==> config.mk <==
export PLATFORM = sky130hd
export DESIGN_NAME = itmr_ctrl
export DESIGN_NICKNAME = d
export VERILOG_FILES = /design/src/rtl/itmr_pkg.sv /design/src/rtl/itmr_decode.sv /design/src/rtl/itmr_timer.sv /design/src/rtl/itmr_status.sv /design/src/rtl/itmr_ctrl.sv
export SDC_FILE = /design/constraint.sdc
export NUM_CORES = 1
export LEC_CHECK = 0
export ABC_CLOCK_PERIOD_IN_PS = 2100
export BUFFER_PORTS_ARGS = -buffer_cell sky130_fd_sc_hd__buf_2
export CAP_MARGIN = 5
export CORE_ASPECT_RATIO = 1.75
export CORE_MARGIN = 5
export CORE_UTILIZATION = 50
export CTS_BUF_LIST = sky130_fd_sc_hd__clkbuf_2 sky130_fd_sc_hd__clkbuf_4 sky130_fd_sc_hd__clkbuf_8
export DETAILED_ROUTE_END_ITERATION = 12
export GPL_ROUTABILITY_DRIVEN = 0
export HOLD_SLACK_MARGIN = 0.03
export PLACE_DENSITY = 0.71
export SKIP_CTS_REPAIR_TIMING = 1
export SLEW_MARGIN = 20
export SYNTH_ARGS = -nofsm -noshare
export SYNTH_HDL_FRONTEND = slang
export SYNTH_SLANG_ARGS = --single-unit
==> constraint.sdc <==
create_clock -name clk -period 2.1 [get_ports clk]
set_input_delay 0.21 -clock clk [delete_from_list [all_inputs] [get_ports clk]]
set_output_delay 0.21 -clock clk [all_outputs]
set_load 0.05 [all_outputs]
==> src/rtl/itmr_pkg.sv <==
package itmr_pkg;

  localparam int NUM_TMR = 3;
  localparam int WORD_W  = 16;

  localparam logic [2:0] OP_RUN    = 3'b001;
  localparam logic [2:0] OP_SENSE  = 3'b010;
  localparam logic [2:0] OP_RELOAD = 3'b011;

  typedef struct packed {
    logic       run_wr;
    logic       sense;
    logic       clr;
    logic       reload_wr;
    logic [1:0] sel;
  } itmr_dec_t;

endpackage

==> src/rtl/itmr_decode.sv <==
module itmr_decode
  import itmr_pkg::*;
#(
  parameter int AREA_W = 5
) (
  input  logic                fire,
  input  logic [AREA_W-1:0]   area,
  input  logic [WORD_W-1:0]   mod,
  output itmr_dec_t           dec
);

  logic       mine;
  logic [2:0] op;

  assign mine = fire && (area == '0);
  assign op   = mod[7:5];

  always_comb begin
    dec = '0;
    dec.sel = mod[2:1];
    dec.clr = mod[0];
    if (mine) begin
      case (op)
        OP_RUN:    dec.run_wr    = 1'b1;
        OP_SENSE:  dec.sense     = 1'b1;
        OP_RELOAD: dec.reload_wr = 1'b1;
        default:   ;
      endcase
    end
  end

endmodule

==> src/rtl/itmr_timer.sv <==
module itmr_timer #(
  parameter int CNT_W = 16
) (
  input  logic             clk,
  input  logic             rst_n,
  input  logic             tick,
  input  logic             run_wr,
  input  logic             run_bit,
  input  logic             reload_wr,
  input  logic [CNT_W-1:0] reload_val,
  output logic             running,
  output logic             expire
);

  logic [CNT_W-1:0] cnt_q;
  logic [CNT_W-1:0] rld_q;
  logic             run_q;
  logic             start;
  logic             keep;

  assign start   = run_wr && run_bit && !run_q;
  assign keep    = run_q && !(run_wr && !run_bit);
  assign expire  = keep && tick && (cnt_q == '0);
  assign running = run_q;

  always_ff @(posedge clk or negedge rst_n) begin
    if (!rst_n) begin
      run_q <= 1'b0;
      cnt_q <= '0;
      rld_q <= '0;
    end else begin
      if (reload_wr) rld_q <= reload_val;
      if (run_wr) run_q <= run_bit;
      if (start) begin
        cnt_q <= rld_q;
      end else if (keep && tick) begin
        if (cnt_q == '0) cnt_q <= rld_q;
        else             cnt_q <= cnt_q - 1'b1;
      end
    end
  end

endmodule

==> src/rtl/itmr_status.sv <==
module itmr_status
  import itmr_pkg::*;
#(
  parameter int NUM = NUM_TMR
) (
  input  logic              clk,
  input  logic              rst_n,
  input  logic [NUM-1:0]    expire,
  input  logic              sense,
  input  logic              clr,
  input  logic              rsp_ready,
  output logic              rsp_valid,
  output logic [WORD_W-1:0] rsp_data,
  output logic [NUM-1:0]    req
);

  logic [NUM-1:0]    req_q;
  logic [NUM-1:0]    req_d;
  logic [WORD_W-1:0] word;

  always_comb begin
    req_d = (sense && clr) ? '0 : req_q;
    req_d = req_d | expire;
  end

  always_comb begin
    word = '0;
    for (int i = 0; i < NUM; i++) word[WORD_W-1-i] = req_q[i];
  end

  always_ff @(posedge clk or negedge rst_n) begin
    if (!rst_n) begin
      req_q     <= '0;
      rsp_valid <= 1'b0;
      rsp_data  <= '0;
    end else begin
      req_q <= req_d;
      if (sense) begin
        rsp_valid <= 1'b1;
        rsp_data  <= word;
      end else if (rsp_ready) begin
        rsp_valid <= 1'b0;
      end
    end
  end

  assign req = req_q;

endmodule

==> src/rtl/itmr_ctrl.sv <==
module itmr_ctrl
  import itmr_pkg::*;
#(
  parameter int AREA_W = 5,
  parameter int CNT_W  = 16
) (
  input  logic              clk,
  input  logic              rst_n,
  input  logic              tick,
  input  logic              cmd_valid,
  output logic              cmd_ready,
  input  logic [AREA_W-1:0] cmd_area,
  input  logic [15:0]       cmd_mod,
  input  logic [15:0]       cmd_data,
  output logic              rsp_valid,
  input  logic              rsp_ready,
  output logic [15:0]       rsp_data,
  output logic              irq
);

  itmr_dec_t          dec;
  logic               fire;
  logic [NUM_TMR-1:0] run_vec;
  logic [NUM_TMR-1:0] exp_vec;
  logic [NUM_TMR-1:0] req_vec;

  assign cmd_ready = !rsp_valid || rsp_ready;
  assign fire      = cmd_valid && cmd_ready;

  itmr_decode #(.AREA_W(AREA_W)) u_dec (
    .fire (fire),
    .area (cmd_area),
    .mod  (cmd_mod),
    .dec  (dec)
  );

  for (genvar g = 0; g < NUM_TMR; g++) begin : g_tmr
    itmr_timer #(.CNT_W(CNT_W)) u_tmr (
      .clk        (clk),
      .rst_n      (rst_n),
      .tick       (tick),
      .run_wr     (dec.run_wr),
      .run_bit    (cmd_data[WORD_W-1-g]),
      .reload_wr  (dec.reload_wr && (dec.sel == 2'(g))),
      .reload_val (cmd_data[CNT_W-1:0]),
      .running    (run_vec[g]),
      .expire     (exp_vec[g])
    );
  end

  itmr_status #(.NUM(NUM_TMR)) u_sts (
    .clk       (clk),
    .rst_n     (rst_n),
    .expire    (exp_vec),
    .sense     (dec.sense),
    .clr       (dec.clr),
    .rsp_ready (rsp_ready),
    .rsp_valid (rsp_valid),
    .rsp_data  (rsp_data),
    .req       (req_vec)
  );

  assign irq = |req_vec;

endmodule

Word-level counts from Yosys, hierarchy flattened
Index checks and enable logic that the tools add are counted.
{ "totals": {"wordCells": 83, "reg_bits": 106, "out_inout_bits": 19, "in_bits": 42} }
{ "op_classes": {"reduce_logical": 45, "n_mux": 17, "bitwise_logic": 1, "n_eq_ne": 5, "addsub": 3} }
{ "op_table": {"columns": ["cell", "n"], "rows": [
  ["two-way mux 16 bit", 9],
  ["zero test 16 bit", 3],
  ["subtractor 16 x 1 -> 16 bit, second input constant", 3],
  ["logical AND 1 bit", 24],
  ["zero test 1 bit", 10],
  ["nonzero test 2 bit", 4],
  ["equality test 3 x 2 -> 1 bit, second input constant", 2],
  ["two-way mux 1 bit", 6],
  ["zero test 5 bit", 1],
  ["equality test 3 x 1 -> 1 bit, second input constant", 1],
  ["two-way mux 3 bit", 1],
  ["OR 3 bit", 1],
  ["OR reduction 3 bit", 1],
  ["equality test 2 x 1 -> 1 bit, second input constant", 1],
  ["equality test 2 bit, second input constant", 1],
  ["zero test 2 bit", 1],
  ["two-way mux 2 bit", 1],
  ["logical OR 1 bit", 1]
]} }

Logic depth before layout (Yosys ltp)
{ "logic_depth": {"depth_word": 11, "ltp_mapped": 10, "ltp_nobuf": 8} }

Hierarchy
A second synthesis with hierarchy kept.
{ "unflattened": {"hier_cells": 567, "area_unflattened_um2": 5880.6} }
{ "by_module_without_submodules": {"columns": ["mod", "n_inst", "cells_each", "seq_area_each_um2", "area_per_inst_um2"], "rows": [
  ["itmr_timer at g_tmr[0].u_tmr ...", 2, 173, 825.8, 1801.7],
  ["itmr_timer at g_tmr[2].u_tmr", 1, 175, 825.8, 1810.5],
  ["itmr_status", 1, 30, 175.2, 351.6],
  ["itmr_decode", 1, 10, 0.0, 71.3],
  ["itmr_ctrl", 1, 6, 0.0, 43.8]
]} }

Least setup slack after synthesis
Ideal clock, no wire load.
{ "synth_timing": {"kind": "reg-to-reg", "startpoint": "reg u_sts.rsp_valid", "endpoint": "reg g_tmr[2].u_tmr.cnt_q[8]", "required_time_ns": 1.972, "setup_time_ns": 0.128, "slack_ns": -0.657, "arrival_ns": 2.629, "path_buffers": 2, "stages_incl_launch_ff": 9, "synth_period_minus_slack_ns": 2.757, "cell_sequence": "dfrtp_1 -> nand2b_1 -> and4_1 -> buf_4 -> a32oi_1 -> buf_2 -> nand2_1 -> o32ai_1 -> a21oi_1"} }
{ "synth_between": {"elab_chain_cells": 10, "word_cells_on_any_way": 13, "classes_between": "2 x mux; 11 x reduce/logical"} }
{ "synth_lines": {"columns": ["element", "line_no", "text"], "rows": [
  ["from (decl)", "itmr_status.sv:12", "output logic rsp_valid,"],
  ["from (signal assigned)", "itmr_status.sv:34", "rsp_valid <= 1'b0;"],
  ["from (signal assigned)", "itmr_status.sv:39", "rsp_valid <= 1'b1;"],
  ["from (signal assigned)", "itmr_status.sv:42", "rsp_valid <= 1'b0;"],
  ["zero test 1 bit (*)", "itmr_ctrl.sv:27", "assign cmd_ready = !rsp_valid || rsp_ready;"],
  ["logical OR 1 bit (*)", "itmr_ctrl.sv:27", null],
  ["named net cmd_ready", "itmr_ctrl.sv:11", "output logic cmd_ready,"],
  ["logical AND 1 bit (*)", "itmr_ctrl.sv:28", "assign fire = cmd_valid && cmd_ready;"],
  ["logical AND 1 bit (*)", "itmr_decode.sv:15", "assign mine = fire && (area == '0);"],
  ["two-way mux 2 bit (*)", "itmr_decode.sv:22", "if (mine) begin"],
  ["logical AND 1 bit", "itmr_timer.sv:22", "assign keep = run_q && !(run_wr && !run_bit);"],
  ["zero test 1 bit", "itmr_timer.sv:22", null],
  ["logical AND 1 bit", "itmr_timer.sv:22", null],
  ["logical AND 1 bit", "itmr_timer.sv:36", "end else if (keep && tick) begin"],
  ["nonzero test 2 bit (no line)", null, null],
  ["to (signal assigned)", "itmr_timer.sv:35", "cnt_q <= rld_q;"],
  ["to (signal assigned)", "itmr_timer.sv:37", "if (cnt_q == '0) cnt_q <= rld_q;"],
  ["to (signal assigned)", "itmr_timer.sv:38", "else cnt_q <= cnt_q - 1'b1;"],
  ["to (decl)", "itmr_timer.sv:15", "logic [CNT_W-1:0] cnt_q;"]
]} }
Mark *: on every way through the listed nets, which the timed path passes. The rest lies on a longest branch.
A chain may end at the register's enable or synchronous reset.

Worst setup path in the final report
{ "layout_timing": {"startpoint": "reg g_tmr[2].u_tmr.cnt_q[0]", "endpoint": "reg g_tmr[2].u_tmr.cnt_q[15]"} }
{ "layout_between": {"elab_chain_cells": 4, "word_cells_on_any_way": 5, "classes_between": "1 x add/sub; 3 x mux; 1 x reduce/logical"} }
{ "layout_lines": {"columns": ["element", "line_no", "text"], "rows": [
  ["subtractor 16 x 1 -> 16 bit or zero test 16 bit (tied branches)", "itmr_timer.sv:38, itmr_timer.sv:37", null],
  ["two-way mux 16 bit (*)", "itmr_timer.sv:37", null],
  ["two-way mux 16 bit (*)", "itmr_timer.sv:36", null],
  ["two-way mux 16 bit (*)", "itmr_timer.sv:34", "if (start) begin"]
]} }
Mark *: on every way between the ends. The rest lies on a longest branch, timed or not. The select of a mux whose other input is x is not followed.

==> metrics <==
status complete, no violations; CTS sink cnt 106; worst slew pin tran 523 ps; critical path data arrival time 2290 ps; Die H 151 um; fin nets 707; CP Cell Sequence inv_1 -> ha_1 -> nor4b_1 -> and3_1 -> a32o_2 -> or3_1 -> o21ai_0 -> a21oi_1; startpoint types flip-flop; fillers 942; Placed Cells 771; share of cells above drive strength 1 30.0%; Worst R2R End g_tmr[2].u_tmr.cnt_q[15]$_DFFE_PN0P_; routed vias/inst 5.92; post-synthesis cell count 572; Initial Util 51.2%; CP Max Fanout 7; FP Rows 51; Area growth syn-to-layout 17.5%; Final Setup Violations 0; vias in the first global route 4793; Max rail drop VDD 0.559 mV; Yosys top cell by area dfrtp_1; Yosys Warn Count 0; RSZ-0062 raised after global routing true; worst reg2reg path startpoint g_tmr[2].u_tmr.cnt_q[0]$_DFFE_PN0P_; Final Hold Viols 0; first-iteration detailed-routing DRC count 264; Post-synth EDFFs 0; area share of the largest cell type after synthesis 46.4%; Skew-Pair Late Insertion Delay 380 ps; setup TNS 0 ps; min Tclk post-route 2040 ps; CP endpoint g_tmr[2].u_tmr.cnt_q[15]$_DFFE_PN0P_; die width 90.8 um; GRT Total Usage 21.6%; initial antenna violation count 0; # IOs 61; clk buf depth 2; hold_ws 121 ps; post-synthesis instance area 5710 um2; area of the die 13700 um2; I/O Buffers 37; Seq/Total Area, Yosys 46.4%; Critical Path Source g_tmr[2].u_tmr.cnt_q[0]$_DFFE_PN0P_; Post-Route Skew 20.5 ps; Synth Area per Inst 9.99 um2; Peak Freq 491 MHz; DR DRC count 0; crit-path max cell delay 380 ps; Commonest cells post-synth dfrtp_1 (106), a21oi_1 (62), mux2_2 (52); Critical Path RT 2350 ps; Yosys cell types 69; final cell count without fillers 796; Vias 4716; CTS Root Cell clkbuf_8; Worst Hold Class input port to flip-flop; DRT antenna net count 0; worst setup path category flip-flop to flip-flop; CORE AREA 11200 um2; Antenna Cells 0; Slew HR 65.1%; Crit. End Element flip-flop; top_reg_cell synth dfrtp_1; worst reg2reg setup slack 60 ps; drt pass-1 iters 5; max-cap violation count 0; Avg WL per Cell 18.3 um; grt total ovfl 0; Leak 3.21 nW; reg2reg path depth 8; most common cell in the synthesized netlist dfrtp_1; first-pass GRT wire length 23.7 mm; H-Tree Level Count 3; Critical-path top delay cell dfrtp_1; ranking of synthesized cells by area dfrtp_1 (46%), mux2_2 (10%), a21oi_1 (5.4%); P per Cell Area 893 nW/um2; CTS Buf Count 9; Async SR Flop Fraction 100%; Tot Pwr 0.00599 W; CTS tree built; fin util 60.1%; DPL Wire Length 11.0 mm; largest net degree at the start of global routing 56; Total Wirelength 14.5 mm; pins over their slew limit 0; Final period util 96.9%; post-synthesis register bit count 106; clock-pin slew on the worst setup and hold paths 110 ps
[layer usage]
layer | track usage [%] | vias to the layer above | part of all wire [%]
li1 | - | 2257 | -
met1 | 23.8 | 2323 | 38
met2 | 41.5 | 106 | 56
met3 | 2.58 | 30 | 3.0
met4 | 8.81 | 0 | 3.0
met5 | 0 | - | 0
[stage by stage]
| step | cell area, um2 | worst slack [ps] |
|---|---|---|
| after CTS | 6570 | -35.9 |
| after global routing | 6710 | -38.9 |
| final | 6710 | 64.5 |
| after detailed placement | 6390 | -81.9 |
| after floorplan | 5810 | -77.8 |
| after global placement | 6390 | -0.549 |
[cells by family (layout without fill, tap and decap cells)]
logic type	after synthesis	after routing	share of synthesized area (%)
flip-flops	106	106	46.4
AND/OR/NAND/NOR	184	184	18.5
AO/OA/AOI/OAI	164	164	17.3
other	1	13	0.0656
adder cells (fa/ha/maj)	6	6	1.31
buffers and inverters	55	135	5.41
multiplexers	56	56	11.0
[critical path: cells and delay by family, from the launching register on]
family / cells / cell delay, ps
adder cells (fa/ha/maj): 1 / 210
buffers and inverters: 1 / 80
AND/OR/NAND/NOR: 3 / 740
flip-flops: 1 / 380
AO/OA/AOI/OAI: 3 / 490
[area by class of cell]
cell class                      instances  area, um2  area share (%)
Inverter                               16       60.1           0.895
Timing Repair Buffer                  103        757            11.3
Sequential cell                       106       2650            39.5
Multi-Input combinational cell        423       2900            43.2
Clock buffer                           11        145            2.16
Clock inverter                          5       31.3           0.466
Tap cell                              132        165            2.46
[flip-flops by register name (all words and copies together) (netlist names)]
register	flops
g_tmr.u_tmr.cnt_q	48
g_tmr.u_tmr.rld_q	48
g_tmr.u_tmr.running	3
u_sts.req	3
u_sts.rsp_data	3
u_sts.rsp_valid	1
[where the power goes]
group	internal (W)	leakage (nW)	total [W]	switching, W
Clock	0.000474	0.0925	0.00117	0.000696
Combinational	0.000938	1.69	0.00215	0.00122
Sequential	0.00236	1.42	0.00267	0.000308
Total	0.00377	3.21	0.00599	0.00222
[placed cells by master (no fill, tap or decap), types with 3 or more instances in the layout]
cell type and count:
nor2_1 30, inv_1 16, nor2b_1 8, buf_6 3, mux2_2 48, nand2b_1 9
clkinv_2 3, mux2_4 4, nand4_1 9, a31oi_1 3, nor3_1 16, o22ai_1 4
o21ai_1 13, nor3_4 3, o32ai_1 3, conb_1 13, or3_1 5, a22oi_1 8
a21o_1 4, mux2i_1 3, buf_12 5, o21ai_0 38, dfrtp_1 105, clkbuf_8 10
o2bb2ai_1 6, buf_2 37, buf_4 56, and3_1 4, nand3b_1 3, a21oi_1 62
nor4_1 8, nand3_1 24, nand2_1 37, ha_1 6, a22o_1 3
[worst min-delay path by stage]
stage,start,to,slack [ps],cells past startpoint
global route,cmd_data[10],g_tmr[2].u_tmr.rld_q[10]$_DFFE_PN0P_,110,2
finish,cmd_data[10],g_tmr[0].u_tmr.rld_q[10]$_DFFE_PN0P_,120,2
detailed placement,rst_n,u_sts.rsp_data[13]$_DFFE_PN0P_,160,1
global placement,rst_n,g_tmr[2].u_tmr.cnt_q[12]$_DFFE_PN0P_,160,1
CTS,rst_n,u_sts.rsp_data[13]$_DFFE_PN0P_,-260,1
floorplan,rst_n,g_tmr[0].u_tmr.cnt_q[0]$_DFFE_PN0P_,-90,0
No activity file was read; power rests on OpenSTA's default activity.
